File: config.mk
export PLATFORM = sky130hd
export DESIGN_NAME = interval_timer
export DESIGN_NICKNAME = d
export VERILOG_FILES = /design/src/rtl/ivt_pkg.sv /design/src/rtl/ivt_prescaler.sv /design/src/rtl/ivt_counter.sv /design/src/rtl/ivt_regs.sv /design/src/rtl/interval_timer.sv
export SDC_FILE = /design/constraint.sdc
export NUM_CORES = 1
export LEC_CHECK = 0
export BUFFER_PORTS_ARGS = -buffer_cell sky130_fd_sc_hd__buf_2
export CELL_PAD_IN_SITES_DETAIL_PLACEMENT = 1
export CELL_PAD_IN_SITES_GLOBAL_PLACEMENT = 1
export CORE_MARGIN = 4
export CORE_UTILIZATION = 37
export DETAILED_ROUTE_END_ITERATION = 16
export GPL_TIMING_DRIVEN = 1
export HOLD_SLACK_MARGIN = 0.08
export PLACE_DENSITY = 0.75
export SKIP_LAST_GASP = 1
export SLEW_MARGIN = 5
export SYNTH_ARGS = -nofsm -noshare
export SYNTH_HDL_FRONTEND = slang
export SYNTH_SLANG_ARGS = --single-unit
File: constraint.sdc
create_clock -name clk -period 2 [get_ports clk]
set_input_delay 0.3 -clock clk [delete_from_list [all_inputs] [get_ports clk]]
set_output_delay 0.3 -clock clk [all_outputs]
set_load 0.02 [all_outputs]
File: src/rtl/ivt_pkg.sv
package ivt_pkg;
  localparam int unsigned DATA_W = 32;
  localparam int unsigned CNT_W  = 20;
  localparam int unsigned OVF_W  = 12;
  localparam int unsigned PRE_W  = 4;
  localparam int unsigned OFF_W  = 4;
  localparam int unsigned EN_BIT = 24;
  localparam int unsigned IE_BIT = 25;
  localparam logic [DATA_W-1:0] MODE_RST = 32'h000F_FFFF;

  typedef enum logic [OFF_W-1:0] {
    OFF_MODE = 4'h0,
    OFF_STAT = 4'h4,
    OFF_VAL  = 4'h8,
    OFF_IMG  = 4'hC
  } off_e;
endpackage

File: src/rtl/ivt_prescaler.sv
module ivt_prescaler #(
  parameter int unsigned PRE_W = 4
) (
  input  logic clk,
  input  logic rst_n,
  input  logic run_i,
  input  logic clear_i,
  output logic tick_o
);
  logic [PRE_W-1:0] pre_q;
  logic [PRE_W-1:0] pre_d;

  always_comb begin
    tick_o = run_i && (pre_q == {PRE_W{1'b1}});
    pre_d  = pre_q;
    if (clear_i)
      pre_d = '0;
    else if (run_i)
      pre_d = pre_q + 1'b1;
  end

  always_ff @(posedge clk or negedge rst_n) begin
    if (!rst_n) pre_q <= '0;
    else        pre_q <= pre_d;
  end
endmodule

File: src/rtl/ivt_counter.sv
module ivt_counter #(
  parameter int unsigned CNT_W = 20,
  parameter int unsigned OVF_W = 12
) (
  input  logic             clk,
  input  logic             rst_n,
  input  logic             clear_i,
  input  logic             tick_i,
  input  logic [CNT_W-1:0] limit_i,
  output logic [CNT_W-1:0] cnt_o,
  output logic [OVF_W-1:0] ovf_o,
  output logic             wrap_o
);
  logic [CNT_W-1:0] cnt_q, cnt_d;
  logic [OVF_W-1:0] ovf_q, ovf_d;

  always_comb begin
    wrap_o = tick_i && (cnt_q == limit_i);
    cnt_d  = cnt_q;
    if (clear_i || wrap_o)
      cnt_d = '0;
    else if (tick_i)
      cnt_d = cnt_q + 1'b1;
    ovf_d = wrap_o ? ovf_q + 1'b1 : ovf_q;
  end

  always_ff @(posedge clk or negedge rst_n) begin
    if (!rst_n) begin
      cnt_q <= '0;
      ovf_q <= '0;
    end else begin
      cnt_q <= cnt_d;
      ovf_q <= ovf_d;
    end
  end

  assign cnt_o = cnt_q;
  assign ovf_o = ovf_q;
endmodule

File: src/rtl/ivt_regs.sv
module ivt_regs
  import ivt_pkg::*;
(
  input  logic              clk,
  input  logic              rst_n,
  input  logic [OFF_W-1:0]  addr_i,
  input  logic              wr_en_i,
  input  logic              rd_en_i,
  input  logic [DATA_W-1:0] wdata_i,
  input  logic              wrap_i,
  input  logic [CNT_W-1:0]  cnt_i,
  input  logic [OVF_W-1:0]  ovf_i,
  output logic [DATA_W-1:0] mode_o,
  output logic              mode_wr_o,
  output logic              status_o,
  output logic              irq_o,
  output logic [DATA_W-1:0] rdata_o
);
  logic [DATA_W-1:0] mode_q, mode_d;
  logic              stat_q, stat_d;
  logic              irq_q, irq_d;
  logic [DATA_W-1:0] rdata_q, rdata_d;
  logic [DATA_W-1:0] rd_word;
  logic              val_rd;

  always_comb begin
    mode_wr_o = wr_en_i && (addr_i == OFF_MODE);
    val_rd    = rd_en_i && (addr_i == OFF_VAL);

    case (addr_i)
      OFF_MODE:        rd_word = mode_q;
      OFF_STAT:        rd_word = {{(DATA_W-1){1'b0}}, stat_q};
      OFF_VAL, OFF_IMG: rd_word = {ovf_i, cnt_i};
      default:         rd_word = '0;
    endcase

    mode_d  = mode_wr_o ? wdata_i : mode_q;
    rdata_d = rd_en_i ? rd_word : rdata_q;

    stat_d = stat_q;
    if (wrap_i)      stat_d = 1'b1;
    else if (val_rd) stat_d = 1'b0;

    irq_d = irq_q;
    if (wrap_i && mode_q[IE_BIT]) irq_d = 1'b1;
    else if (val_rd)              irq_d = 1'b0;
  end

  always_ff @(posedge clk or negedge rst_n) begin
    if (!rst_n) begin
      mode_q  <= MODE_RST;
      stat_q  <= 1'b0;
      irq_q   <= 1'b0;
      rdata_q <= '0;
    end else begin
      mode_q  <= mode_d;
      stat_q  <= stat_d;
      irq_q   <= irq_d;
      rdata_q <= rdata_d;
    end
  end

  assign mode_o   = mode_q;
  assign status_o = stat_q;
  assign irq_o    = irq_q;
  assign rdata_o  = rdata_q;
endmodule

File: src/rtl/interval_timer.sv
module interval_timer
  import ivt_pkg::*;
(
  input  logic              clk,
  input  logic              rst_n,
  input  logic [OFF_W-1:0]  addr,
  input  logic              wr_en,
  input  logic              rd_en,
  input  logic [DATA_W-1:0] wdata,
  output logic [DATA_W-1:0] rdata,
  output logic              irq
);
  logic [DATA_W-1:0] mode_q;
  logic              mode_wr;
  logic              run;
  logic              load;
  logic              tick;
  logic              wrap;
  logic              status;
  logic [CNT_W-1:0]  cnt;
  logic [OVF_W-1:0]  ovf;

  assign run  = mode_q[EN_BIT] && !mode_wr;
  assign load = mode_wr && wdata[EN_BIT];

  ivt_prescaler #(.PRE_W(PRE_W)) u_pre (
    .clk     (clk),
    .rst_n   (rst_n),
    .run_i   (run),
    .clear_i (load),
    .tick_o  (tick)
  );

  ivt_counter #(.CNT_W(CNT_W), .OVF_W(OVF_W)) u_cnt (
    .clk     (clk),
    .rst_n   (rst_n),
    .clear_i (load),
    .tick_i  (tick),
    .limit_i (mode_q[CNT_W-1:0]),
    .cnt_o   (cnt),
    .ovf_o   (ovf),
    .wrap_o  (wrap)
  );

  ivt_regs u_regs (
    .clk       (clk),
    .rst_n     (rst_n),
    .addr_i    (addr),
    .wr_en_i   (wr_en),
    .rd_en_i   (rd_en),
    .wdata_i   (wdata),
    .wrap_i    (wrap),
    .cnt_i     (cnt),
    .ovf_i     (ovf),
    .mode_o    (mode_q),
    .mode_wr_o (mode_wr),
    .status_o  (status),
    .irq_o     (irq),
    .rdata_o   (rdata)
  );
endmodule

==> run summary <==
Crit path to: u_cnt.cnt_o[10]$_DFFE_PN0P_
Failing checks: negative setup slack
Die footprint: 14700 um2
Met2 wire length: 6.92 mm
Initial antenna violation count: 0
Period utilisation layout: 1.01
Critical Path AT: 2270 ps
Synth warn: 0
CTS Buf Count: 9
DR WL/cell: 19.1 um
CTS tree: done
Clock buffer depth: 2
Chip width: 121 um
Achievable Freq: 493 MHz
H-tree Lvls: 3
Non-Filler Instances: 703
Setup crit end kind: flip-flop
Clock period minus worst slack: 2030 ps
Met3 WL post-DR: 435 um
Core area: 12600 um2
Seq/Total Area, Yosys: 0.542
Initial core utilization: 0.377
NumNets Final: 569
Mapped cell area: 4760 um2
Mapped Cells: 424
Setup violators final: 15
Slew headroom: 0.648
Hold WC Path Type: primary input to flip-flop
Area delta synth->final: 27.9%
Worst-skew pair later-pin latency: 350 ps
DP Wirelength: 9.15 mm
Post-Syn Area per Cell: 11.2 um2
Post-synth top area share: 0.431
Clock share of power: 0.376
Total wire length: 13.4 mm
Clock transition at path regs: 70 ps
Worst slew pin tran: 524 ps
DR DRC count: 0
Share of post-route cells with drive strength above 1: 0.388
Max Cap Viol: 0
P_sw: 1.34 mW
Ports: 73
Fin worst setup slack: -28.1 ps
Number of synthesized register bits: 102
Synth area leaders: dfrtp_1 (43%), dfstp_2 (11%), xor2_1 (8.3%)
First-pass GRT wire length: 21.4 mm
Status: finished, violations left
Pin count of the biggest net entering global routing: 78
Internal: 3.89 mW
Top sig layer: met4
# clock sinks: 102
Placed cell count: 678
Area leader, netlist: dfrtp_1
Clk_skew: 5.81 ps
Net Count, Synth: 467
GRT Overall Usage: 0.185
Maximum VDD drop: 0.396 mV
Final core occ: 0.483
Post-synth EDFFs: 0
Hold Fails Final Rpt: 0
PwrDens: 858 nW/um2
Final Max Tran Viols: 0
# diodes: 0
Switching fraction of total power: 0.256
Worst setup path start: u_cnt.cnt_o[11]$_DFFE_PN0P_
Post-synth ARST share: 1.00
Worst path required time: 2240 ps
Cell variety after synth: 40
CP Class: flip-flop to flip-flop
Via count: 3677
Antenna-violating nets left: 0
Critical path launch point type: flip-flop
Reg2reg end: u_cnt.cnt_o[10]$_DFFE_PN0P_
Met1 WL: 5.66 mm
FF-to-FF Start: u_cnt.cnt_o[11]$_DFFE_PN0P_
PortBufs: 72
Clk root buf: clkbuf_16
Row cnt: 41
Gpl congestion: 0.815
Ys flop type: dfrtp_1
Max Fanout on Critical Path: 10
Vias in the first global route: 4205
Die Y: 121 um
Reg-to-reg slack, setup: -30 ps
Combinational share of power: 0.136
Via density: 5.23
Unrepaired setup endpoints after global routing: true
TritonRoute pass-1 iters: 4
Gr ovfl total: 0
R2R cell count: 7
LEAKAGE: 2.85 nW
Register share of total power: 0.488
Iter 0 DRT Violations: 163
==> layout by cell type, fill, tap and decap left out, types with 3 or more instances in the layout <==
cell,count
dfrtp_1,80
nor3_1,4
nand3_1,17
dfstp_2,20
xor2_1,42
nor2_1,19
and4_1,3
ha_1,3
nor3_2,3
inv_1,35
buf_4,39
clkbuf_8,3
mux2_2,26
clkbuf_16,11
nand4_1,8
xnor2_1,6
xor2_2,3
buf_2,71
o21ai_0,3
nor2_4,4
nor4_4,3
nor4_2,6
and3_1,4
o22ai_1,32
a22oi_1,31
mux2_1,6
nand2_1,18
==> worst max-delay path, cell delays in order (launching register included) <==
cell and delay (ps):
dfrtp_1 450, xor2_1 220, nor4_4 320, nand4_1 180, buf_4 200, o21ai_4 260, clkbuf_16 220, nor2_1 60
==> synth_stat cells (all sizes together), types with 2 or more instances <==
cell and number:
nor4 10, nand3 17, a211oi 2, nor2 25, dfrtp 82, and4 3
a22oi 31, a22o 2, buf 9, nand4 9, xor2 45, inv 35
nand2 19, xnor2 6, and2 2, nor3 7, ha 3, mux2 32
clkbuf 17, dfstp 20, o22ai 32, and3 4, o21ai 4
==> metrics by stage <==
step / cell area [um2] / hold slack (ps) / total power [mW] / setup WS, ps / TNS (ps)
final: 6090 / 155 / 5.23 / -28.1 / -224
after global routing: 6090 / 154 / 5.45 / -123 / -1830
after CTS: 5900 / 150 / 5.21 / 9.35 / 0
after detailed placement: 5510 / 243 / 3.21 / -176 / -2010
after global placement: 5510 / 237 / 3.15 / -24.1 / -46.6
after floorplan: 4760 / 4.41 / 2.91 / 124 / 0
==> power groups by stage <==
stage               logic (mW)  clock network (mW)  registers, mW
floorplan                0.385                   0           2.53
global placement         0.590                   0           2.56
detailed placement       0.627                   0           2.58
CTS                      0.668                2.00           2.54
global route             0.783                2.09           2.58
finish                   0.713                1.96           2.55
==> logic make-up after synthesis <==
kind of cell    count (synthesis)  synth area share
flops                         102             0.542
fa+ha+maj                       3           0.00789
compound gates                 76             0.113
buf+inv                        61            0.0526
xor+xnor                       51            0.0938
mux                            33            0.0778
simple gates                   98             0.113
==> worst min path at each step <==
stage / startpoint / end / slack, ps / cells past startpoint
floorplan: rst_n / u_cnt.cnt_o[0]$_DFFE_PN0P_ / 4 / 0
global placement: rst_n / u_regs.mode_o[20]$_DFFE_PN0P_ / 240 / 1
detailed placement: rst_n / u_regs.mode_o[20]$_DFFE_PN0P_ / 240 / 1
CTS: wdata[27] / u_regs.mode_o[27]$_DFFE_PN0P_ / 150 / 2
global route: wdata[29] / u_regs.mode_o[29]$_DFFE_PN0P_ / 150 / 2
finish: wdata[29] / u_regs.mode_o[29]$_DFFE_PN0P_ / 150 / 2
==> layer usage <==
layer  global-route usage  vias to the layer above
li1                     -                     1690
met1                0.228                     1869
met2                0.324                       85
met3               0.0298                       33
met4               0.0721                        0
met5                    0                        -
==> what timing repair did <==
action | CTS | global route
hold endpoints to repair | 17 | 0
gates resized for setup | 4 | 24
setup endpoints to repair | 31 | 31
pin swaps | 3 | 7
gates cloned | 0 | 2
hold buffers | 1 | 0
buffers inserted | 2 | 4
==> area by class of cell <==
class	count	area [um2]
inverters	35	131
clock inverters	3	65.1
well taps	172	215
multi-input cells	261	2060
flip-flops and latches	102	2580
repair buffers	117	771
clock buffers	13	270
fillers	1404	6530
==> state kept, by name (all words and copies together) (netlist names) <==
register	cells
u_cnt.cnt_o	20
u_cnt.ovf_o	12
u_pre.pre_q	4
u_regs.irq_o	1
u_regs.mode_o	32
u_regs.rdata_o	32
u_regs.status_o	1
Power figures use the tool's default switching activity.
